**src/rtl/xs_pkg.sv**
```systemverilog
package xs_pkg;
  localparam int BYTE_W = 8;
  localparam int LANES  = 4;
  localparam int DATA_W = BYTE_W * LANES;
  localparam int CNT_W  = $clog2(LANES) + 1;

  typedef enum logic [1:0] {ST_IDLE, ST_RUN, ST_GAP} xs_state_e;

  // byte-count code shared by request length and bus size output
  function automatic logic [CNT_W-1:0] count_of(input logic [1:0] code);
    return (code == 2'b00) ? CNT_W'(LANES) : {1'b0, code};
  endfunction
endpackage

```
**src/rtl/xs_step_calc.sv**
```systemverilog
module xs_step_calc
  import xs_pkg::*;
(
  input  logic             clk,
  input  logic             rst,
  input  logic             active,
  input  logic [1:0]       addr_lo,
  input  logic [CNT_W-1:0] remain,
  input  logic [1:0]       ack_n,
  output logic             ack_hit,
  output logic [CNT_W-1:0] step,
  output logic [1:0]       lane_base
);
  logic [CNT_W-1:0] port_bytes;
  logic [CNT_W-1:0] room;

  always_comb begin
    port_bytes = '0;
    lane_base  = 2'b00;
    unique case (ack_n)
      2'b10:   begin port_bytes = CNT_W'(1); lane_base = 2'b00; end
      2'b01:   begin port_bytes = CNT_W'(2); lane_base = {1'b0, addr_lo[0]}; end
      2'b00:   begin port_bytes = CNT_W'(4); lane_base = addr_lo; end
      default: begin port_bytes = '0;        lane_base = 2'b00; end
    endcase
    room    = port_bytes - {1'b0, lane_base};
    step    = (remain < room) ? remain : room;
    ack_hit = active && (ack_n != 2'b11);
  end

  AST_STEP_BOUNDS: assert property (@(posedge clk) disable iff (rst)
    ack_hit |-> (step != '0) && (step <= remain));
endmodule

```
**src/rtl/xs_lane_route.sv**
```systemverilog
module xs_lane_route
  import xs_pkg::*;
(
  input  logic [DATA_W-1:0] opnd_lj,
  input  logic [1:0]        offset,
  output logic [DATA_W-1:0] lanes
);
  logic [BYTE_W-1:0] b0, b1, b2, b3;

  always_comb begin
    b0 = opnd_lj[31:24];
    b1 = opnd_lj[23:16];
    b2 = opnd_lj[15:8];
    b3 = opnd_lj[7:0];
    unique case (offset)
      2'd0: lanes = {b0, b1, b2, b3};
      2'd1: lanes = {b0, b0, b1, b2};
      2'd2: lanes = {b0, b1, b0, b1};
      default: lanes = {b0, b0, b1, b0};
    endcase
  end
endmodule

```
**src/rtl/xs_read_gather.sv**
```systemverilog
module xs_read_gather
  import xs_pkg::*;
(
  input  logic              clk,
  input  logic              rst,
  input  logic              clear,
  input  logic              capture,
  input  logic [DATA_W-1:0] din,
  input  logic [1:0]        lane_base,
  input  logic [CNT_W-1:0]  step,
  input  logic [CNT_W-1:0]  pos_base,
  output logic [DATA_W-1:0] asm_next
);
  logic [DATA_W-1:0] asm_q;

  always_comb begin
    asm_next = asm_q;
    if (capture) begin
      for (int j = 0; j < LANES; j++) begin
        if ((j < int'(step)) && (int'(pos_base) + j < LANES) &&
            (int'(lane_base) + j < LANES)) begin
          asm_next[BYTE_W*(LANES-1-(int'(pos_base)+j)) +: BYTE_W] =
            din[BYTE_W*(LANES-1-(int'(lane_base)+j)) +: BYTE_W];
        end
      end
    end
  end

  always_ff @(posedge clk) begin
    if (rst || clear) asm_q <= '0;
    else              asm_q <= asm_next;
  end
endmodule

```
**src/rtl/xfer_splitter.sv**
```systemverilog
module xfer_splitter
  import xs_pkg::*;
#(
  parameter int ADDR_W = 32
) (
  input  logic              clk,
  input  logic              rst,
  input  logic              req_valid,
  input  logic              req_write,
  input  logic [ADDR_W-1:0] req_addr,
  input  logic [1:0]        req_len,
  input  logic [31:0]       req_wdata,
  output logic              busy,
  output logic              done,
  output logic [31:0]       rdata,
  output logic              bus_strobe,
  output logic              bus_rw,
  output logic [ADDR_W-1:0] bus_addr,
  output logic [1:0]        bus_siz,
  output logic [31:0]       bus_dout,
  input  logic [31:0]       bus_din,
  input  logic [1:0]        bus_ack_n
);
  xs_state_e         state_q;
  logic [ADDR_W-1:0] addr_q;
  logic [CNT_W-1:0]  rem_q, len_q;
  logic [DATA_W-1:0] opnd_q;
  logic              wr_q;

  logic              start, ack_hit;
  logic [CNT_W-1:0]  step, req_cnt, adv_rem;
  logic [1:0]        lane_base;
  logic [ADDR_W-1:0] adv_addr;
  logic [DATA_W-1:0] adv_opnd, req_lj, route_src, routed, asm_next;
  logic [1:0]        route_off;

  assign start    = (state_q == ST_IDLE) && req_valid;
  assign req_cnt  = count_of(req_len);
  assign req_lj   = req_wdata << {CNT_W'(LANES) - req_cnt, 3'b000};
  assign adv_addr = addr_q + ADDR_W'(step);
  assign adv_rem  = rem_q - step;
  assign adv_opnd = opnd_q << {step, 3'b000};
  assign route_src = start ? req_lj : adv_opnd;
  assign route_off = start ? req_addr[1:0] : adv_addr[1:0];

  xs_step_calc u_step (
    .clk       (clk),
    .rst       (rst),
    .active    (state_q == ST_RUN),
    .addr_lo   (addr_q[1:0]),
    .remain    (rem_q),
    .ack_n     (bus_ack_n),
    .ack_hit   (ack_hit),
    .step      (step),
    .lane_base (lane_base)
  );

  xs_lane_route u_route (
    .opnd_lj (route_src),
    .offset  (route_off),
    .lanes   (routed)
  );

  xs_read_gather u_gather (
    .clk       (clk),
    .rst       (rst),
    .clear     (start),
    .capture   (ack_hit && !wr_q),
    .din       (bus_din),
    .lane_base (lane_base),
    .step      (step),
    .pos_base  (len_q - rem_q),
    .asm_next  (asm_next)
  );

  always_ff @(posedge clk) begin
    if (rst) begin
      state_q    <= ST_IDLE;
      addr_q     <= '0;
      rem_q      <= '0;
      len_q      <= '0;
      opnd_q     <= '0;
      wr_q       <= 1'b0;
      busy       <= 1'b0;
      done       <= 1'b0;
      rdata      <= '0;
      bus_strobe <= 1'b0;
      bus_dout   <= '0;
    end else begin
      done <= 1'b0;
      unique case (state_q)
        ST_IDLE: begin
          if (req_valid) begin
            addr_q     <= req_addr;
            rem_q      <= req_cnt;
            len_q      <= req_cnt;
            opnd_q     <= req_lj;
            wr_q       <= req_write;
            bus_dout   <= routed;
            bus_strobe <= 1'b1;
            busy       <= 1'b1;
            state_q    <= ST_RUN;
          end
        end
        ST_RUN: begin
          if (ack_hit) begin
            bus_strobe <= 1'b0;
            if (adv_rem == '0) begin
              state_q <= ST_IDLE;
              busy    <= 1'b0;
              done    <= 1'b1;
              rem_q   <= '0;
              if (!wr_q) rdata <= asm_next >> {CNT_W'(LANES) - len_q, 3'b000};
            end else begin
              state_q  <= ST_GAP;
              addr_q   <= adv_addr;
              rem_q    <= adv_rem;
              opnd_q   <= adv_opnd;
              bus_dout <= routed;
            end
          end
        end
        default: begin
          bus_strobe <= 1'b1;
          state_q    <= ST_RUN;
        end
      endcase
    end
  end

  assign bus_rw   = !wr_q;
  assign bus_addr = addr_q;
  assign bus_siz  = rem_q[1:0];

  AST_WAIT_HOLD: assert property (@(posedge clk) disable iff (rst)
    (bus_strobe && bus_ack_n == 2'b11) |=>
      (bus_strobe && $stable(bus_addr) && $stable(bus_siz) && $stable(bus_dout)));
  AST_GAP_LOW: assert property (@(posedge clk) disable iff (rst)
    (bus_strobe && bus_ack_n != 2'b11) |=> !bus_strobe);
  AST_DONE_CAUSE: assert property (@(posedge clk) disable iff (rst)
    done |-> $past(bus_strobe && bus_ack_n != 2'b11));
  AST_DONE_PULSE: assert property (@(posedge clk) disable iff (rst)
    done |=> !done);
  AST_IDLE_QUIET: assert property (@(posedge clk) disable iff (rst)
    !busy |-> !bus_strobe);
endmodule

```
**config.mk**
```make
export PLATFORM = sky130hd
export DESIGN_NAME = xfer_splitter
export DESIGN_NICKNAME = d
export VERILOG_FILES = /design/src/rtl/xs_pkg.sv /design/src/rtl/xs_step_calc.sv /design/src/rtl/xs_lane_route.sv /design/src/rtl/xs_read_gather.sv /design/src/rtl/xfer_splitter.sv
export SDC_FILE = /design/constraint.sdc
export NUM_CORES = 1
export LEC_CHECK = 0
export BUFFER_PORTS_ARGS = -buffer_cell sky130_fd_sc_hd__buf_2
export CAP_MARGIN = 20
export CORE_ASPECT_RATIO = 0.8
export CORE_MARGIN = 1.5
export CORE_UTILIZATION = 30
export DETAILED_ROUTE_END_ITERATION = 10
export SETUP_SLACK_MARGIN = 0.1
export SKIP_CTS_REPAIR_TIMING = 1
export SYNTH_ARGS = -nofsm -noshare
export SYNTH_HDL_FRONTEND = slang
export SYNTH_SLANG_ARGS = --single-unit
```
**constraint.sdc**
```tcl
create_clock -name clk -period 9.15 [get_ports clk]
set_clock_uncertainty 0.2 [all_clocks]
set_input_delay 1.3725 -clock clk [delete_from_list [all_inputs] [get_ports clk]]
set_output_delay 1.3725 -clock clk [all_outputs]
set_load 0.005 [all_outputs]
```
==> After elaboration in Yosys (flattened, before gate mapping) <==
Index checks and enable logic that the tools add are counted.
{ "totals": {"ff_bits": 172, "in_bits": 104, "output_inout_bits": 102, "elab_cells": 149} }
{ "classes": {"n_addsub": 24, "n_lt_le_gt_ge": 13, "eq_ne": 10, "n_shift": 15, "mux": 46, "bitwise_logic": 3, "reduce_logical": 26} }
{ "op_table": {"columns": ["op", "n"], "rows": [
  ["32-bit 2-to-1 mux", 18],
  ["32-bit by 4-bit < comparator with 1-bit output (second input constant)", 6],
  ["32-bit case mux with 2 select lines", 3],
  ["3-bit by 29-bit subtractor with 29-bit output (first input constant)", 6],
  ["32-bit negator with 33-bit output", 4],
  ["8-bit by 33-bit variable shift with 32-bit output (first input constant)", 4],
  ["8-bit by 33-bit indexed part select with 32-bit output", 4],
  ["32-bit bitwise mux", 4],
  ["32-bit by 32-bit indexed part select with 8-bit output", 4],
  ["24-bit case mux with 3 select lines", 1],
  ["32-bit by 6-bit << shifter with 32-bit output", 2],
  ["32-bit by 3-bit adder with 32-bit output", 1],
  ["32-bit by 6-bit right shift with 32-bit output", 1],
  ["3-bit 2-to-1 mux", 5],
  ["4-bit AND reduction", 3],
  ["1-bit logical AND", 11],
  ["2-bit inequality test (second input constant)", 5],
  ["3-bit case mux with 3 select lines", 1],
  ["3-bit by 2-bit adder with 4-bit output (second input constant)", 2],
  ["2-bit logical NOT", 4],
  ["2-bit 2-to-1 mux", 4],
  ["2-bit case mux with 2 select lines", 2],
  ["2-bit by 2-bit adder with 3-bit output (second input constant)", 2],
  ["2-bit by 1-bit equality test with 1-bit output (second input constant)", 3],
  ["other kinds (24)", 37]
]} }

==> Logic depth before layout (Yosys ltp) <==
{ "logic_depth": {"word_depth": 20, "ltp_mapped": 26, "depth_no_buf": 22} }

==> Hierarchy <==
A second synthesis with hierarchy kept.
{ "hier_totals": {"cells_unflattened": 1718, "area_unflattened_um2": 13487.9} }
{ "by_module_without_submodules": {"columns": ["mod", "n_inst", "cells_per_inst", "area_per_inst_um2", "seq_area_each_um2"], "rows": [
  ["xfer_splitter", 1, 1069, 8264.2, 2782.7],
  ["xs_read_gather", 1, 573, 4489.3, 640.6],
  ["xs_lane_route", 1, 54, 558.0, 0.0],
  ["xs_step_calc", 1, 22, 176.4, 0.0]
]} }

==> Worst setup path before layout <==
Ideal clock, no wire load.
{ "synth_path": {"path_type": "input port to flip-flop", "start": "in bus_ack_n[1]", "end": "reg rdata[0]", "setup_time_ps": 74, "arrival_time_ps": 6789, "required_time_ps": 8876, "slack_ps": 2087, "path_stages": 22, "n_path_buf": 6, "cell_sequence": "nand2b_1 -> buf_2 -> buf_1 -> inv_1 -> fa_1 -> ha_1 -> o21bai_1 -> a32oi_1 -> o21ai_0 -> buf_1 -> buf_2 -> clkinv_1 -> ha_1 -> inv_1 -> fa_1 -> nand3b_1 -> or3_1 -> clkbuf_1 -> or2_2 -> buf_1 -> o31a_1 -> a31oi_1"} }
{ "synth_via": {"elab_chain_len": 20, "word_cells_on_any_way": 58, "classes_between": "9 x add/sub; 9 x order compare; 3 x eq/ne; 9 x shift; 15 x mux; 13 x reduce/logical"} }
{ "synth_lines": {"columns": ["item", "line", "text"], "rows": [
  ["start: declaration", "xfer_splitter.sv:22", "input logic [1:0] bus_ack_n"],
  ["parallel branches: the longest is 20 deep, another holds 3-bit by 29-bit subtractor with 29-bit output", null, null],
  ["end signal: assignment", "xfer_splitter.sv:113", "if (!wr_q) rdata <= asm_next >> {CNT_W'(LANES) - len_q, 3'b000};"],
  ["end: declaration", "xfer_splitter.sv:15", "output logic [31:0] rdata,"]
]} }
Several ways; the timed one is not identified. The select of a mux whose other input is x is not followed.
A chain may end at the register's enable or synchronous reset.

==> Worst setup path in the final report <==
{ "layout_path": {"start": "in bus_ack_n[1]", "end": "reg rdata[5]"} }
Same word-level chain as after synthesis.

==> impl_results.md <==
* Max VDD drop at 0.127 mV
* Vias in the first global route at 12,600
* Total DRC errors in the routed layout at 0
* FF+latch count, synth at 171
* Slew Limit Headroom at 25.3%
* Buffers added on ports at 205
* Mapped Nets at 1,776
* DRT Pass-1 Iters at 6
* Vias/cell at 5.92
* Initial antenna violation count at 0
* H-tree Lvls at 4
* Die area at 0.0424 mm²
* Critical Path AT at 7.53 ns
* Die H at 184 µm
* Synth cell types at 90
* Synth area leaders: dfxtp_1 28%, mux2i_1 6.7%, nor2_1 6.4%, nand2_1 5.9%, a21oi_1 5.3%
* Sinks on Clock Net at 171
* Post-synthesis sequential area ratio at 27.7%
* Mean Syn Cell Area at 7.58 µm²
* Min Hold Slack at 0.253 ns
* HPWL after DPL at 38,000 µm
* Site row count at 66
* RD Place Congestion at 0.993
* Worst EP required at 9.35 ns
* Layout Nets at 1,911
* Max Clk Rate at 136 MHz
* Worst hold path class: flop to flop
* Via count at 13,700
* Clk root buf: clkbuf_16
* Die width at 230 µm
* Setup TNS at 0 ns
* Max Transition Viols Final at 0
* Worst-margin pin slew at 1.12 ns
* Max cap viols at 0
* GRT Util Overall at 22.9%
* Part of the cycle the worst path needs at 80.1%
* Initial core utilization at 30.4%
* Outcome: finished, final reports clean
* Critical Path Start Type: input port
* Syn. warnings at 0
* Async SR Flop Fraction at 0%
* Crit end category: flop
* WL/cell at 21.5 µm
* Final setup violation count at 0
* Post-synth EDFFs at 0
* Final Hold Violating Endpoints at 0
* Clock-pin slew on the worst setup and hold paths at 0.07 ns
* Global-route wire length before repair at 75,300 µm
* GR Overflow Total at 0
* Fin crit period at 7.33 ns
* Worst skew pair latency at 0.46 ns
* Layout cell share with drive strength beyond 1 at 18.1%
* Ant. Diodes at 0
* WL final at 49,900 µm
* Leakage at 0.00582 µW
* Setup Crit Path Kind: input port to flop
* Power Density at 258 mW/mm²
* Cts bufs inserted at 17
* Area fraction of the dominant cell type after synthesis at 27.7%
* Dominant synthesized flop cell: dfxtp_1
* Clock buffer depth at 2
* Largest net degree at the start of global routing at 68
* Crit path max fanout at 18
* Post-DRT Antenna Nets at 0
* Gate Count Post-Synth at 1,628
* RSZ-0062 raised after global routing: no
* Drt first-iter violations at 1,586
* Core area at 0.0406 mm²
* CTS tree: built
* Layout area overhead at 17.2%
* Synth area leader: dfxtp_1
* Top Ports at 206
* Netlist Area Pre-Place at 0.0123 mm²
## area by class of cell
type                            count  area, µm²
Clock buffer                       21        470
Clock inverter                     11        134
Multi-Input combinational cell   1313       8390
Sequential cell                   171       3420
Inverter                           28        105
Timing Repair Buffer              232       1260
Tap cell                          544        681
Fill cell                        4318      26200
## power by group
group	internal [µW]	total [µW]	leakage, µW	switching [µW]
Sequential	858	961	0.00140	103
Clock	427	764	0.000294	337
Combinational	689	2010	0.00412	1320
Total	1980	3740	0.00582	1760
## routing by layer
metal | vias to the layer above | global-route usage [%] | share of wire (%) | wire length [µm]
li1 | 6323 | - | - | -
met4 | 0 | 8.05 | 2.9 | 1440
met3 | 82 | 4.89 | 8.8 | 4410
met5 | - | 0 | 0 | 0
met1 | 6641 | 32.5 | 46 | 22900
met2 | 696 | 33.9 | 42 | 21100
## synth_stat cells (all sizes together) (8+ instances only)
cell	instances
nor2	209
nand2	195
dfxtp	171
a21oi	132
o21ai	100
clkbuf	98
mux2i	82
nor3	65
a211oi	49
ha	40
nand3	34
o221ai	26
inv	24
a31oi	23
a22oi	21
buf	18
nand2b	18
nor2b	18
o22ai	17
a21o	16
mux4	15
a221oi	14
o21a	14
and2	12
and3	12
a221o	11
nor4	11
or3	11
a211o	10
o2bb2ai	9
o31ai	9
a21boi	8
mux2	8
## worst paths after layout
| check | from | end | slack [ns] | cells past startpoint |
|---|---|---|---|---|
| worst max-delay path | bus_ack_n[1] | rdata[5]$_SDFFE_PP0P_ | 1.82 | 21 |
| worst min-delay path | bus_dout[27]$_SDFFE_PP0P_ | bus_dout[27]$_SDFFE_PP0P_ | 0.25 | 2 |
| worst max register to register | len_q[0]$_SDFFE_PP0P_ | rdata[4]$_SDFFE_PP0P_ | 1.98 | 20 |
| worst min register to register | bus_dout[27]$_SDFFE_PP0P_ | bus_dout[27]$_SDFFE_PP0P_ | 0.25 | 2 |
## cell usage in the layout, fill, tap and decap left out, types with 21 or more instances in the layout
cell,netlist,layout
a211oi_1,48,48
a21oi_1,131,131
a22oi_1,21,21
a31oi_1,23,23
buf_2,4,205
buf_4,4,25
dfxtp_1,171,171
ha_1,40,40
inv_1,21,21
mux2i_1,82,82
nand2_1,194,194
nand3_1,34,34
nor2_1,209,208
nor3_1,65,65
o21ai_0,96,95
o221ai_1,26,26
## metrics by stage
stage | worst slack (ns) | cell area [µm²] | total power [µW] | util (%) | instances
final | 1.82 | 14500 | 3740 | 35.6 | 2320
after global routing | 1.42 | 14500 | 3950 | 35.6 | 2320
after CTS | 1.92 | 14400 | 3690 | 35.5 | 2318
after detailed placement | 1.47 | 13800 | 2920 | 34.0 | 2286
after global placement | 1.56 | 13800 | 2890 | 34.0 | 2286
after floorplan | 2.09 | 12300 | 2280 | - | 1628
## critical path, cell delays in order
cell and delay, ns:
buf_2 0.13, nor2_1 0.29, nand2_2 0.25, inv_2 0.24
fa_1 0.50, ha_1 0.32, o21bai_1 0.35, a32oi_1 0.11
o21ai_2 0.14, buf_4 0.31, clkinv_1 0.33, ha_1 0.29
inv_1 0.07, fa_1 0.43, nand3b_1 0.35, or3_1 0.63
or2_2 0.39, nor2_1 0.38, nand2_1 0.23, o22ai_1 0.25
a221o_1 0.13
## logic make-up after synthesis
| group | synth area share (%) |
|---|---|
| DFF | 27.7 |
| AOI/OAI and AO/OA | 28.6 |
| and+or+nand+nor | 23.2 |
| muxes | 10.1 |
| buffers and inverters | 4.54 |
| adders and majority gates | 4.70 |
| xor gates and xnor gates | 1.03 |
## registers in the layout (all words and copies together) (netlist names)
| signal | count |
|---|---|
| state_q | 2 |
| rdata | 32 |
| done | 1 |
| wr_q | 1 |
| u_gather.asm_q | 32 |
| rem_q | 3 |
| bus_dout | 32 |
| bus_addr | 32 |
| opnd_q | 32 |
| busy | 1 |
| len_q | 3 |
No activity file was read; power rests on OpenSTA's default activity.
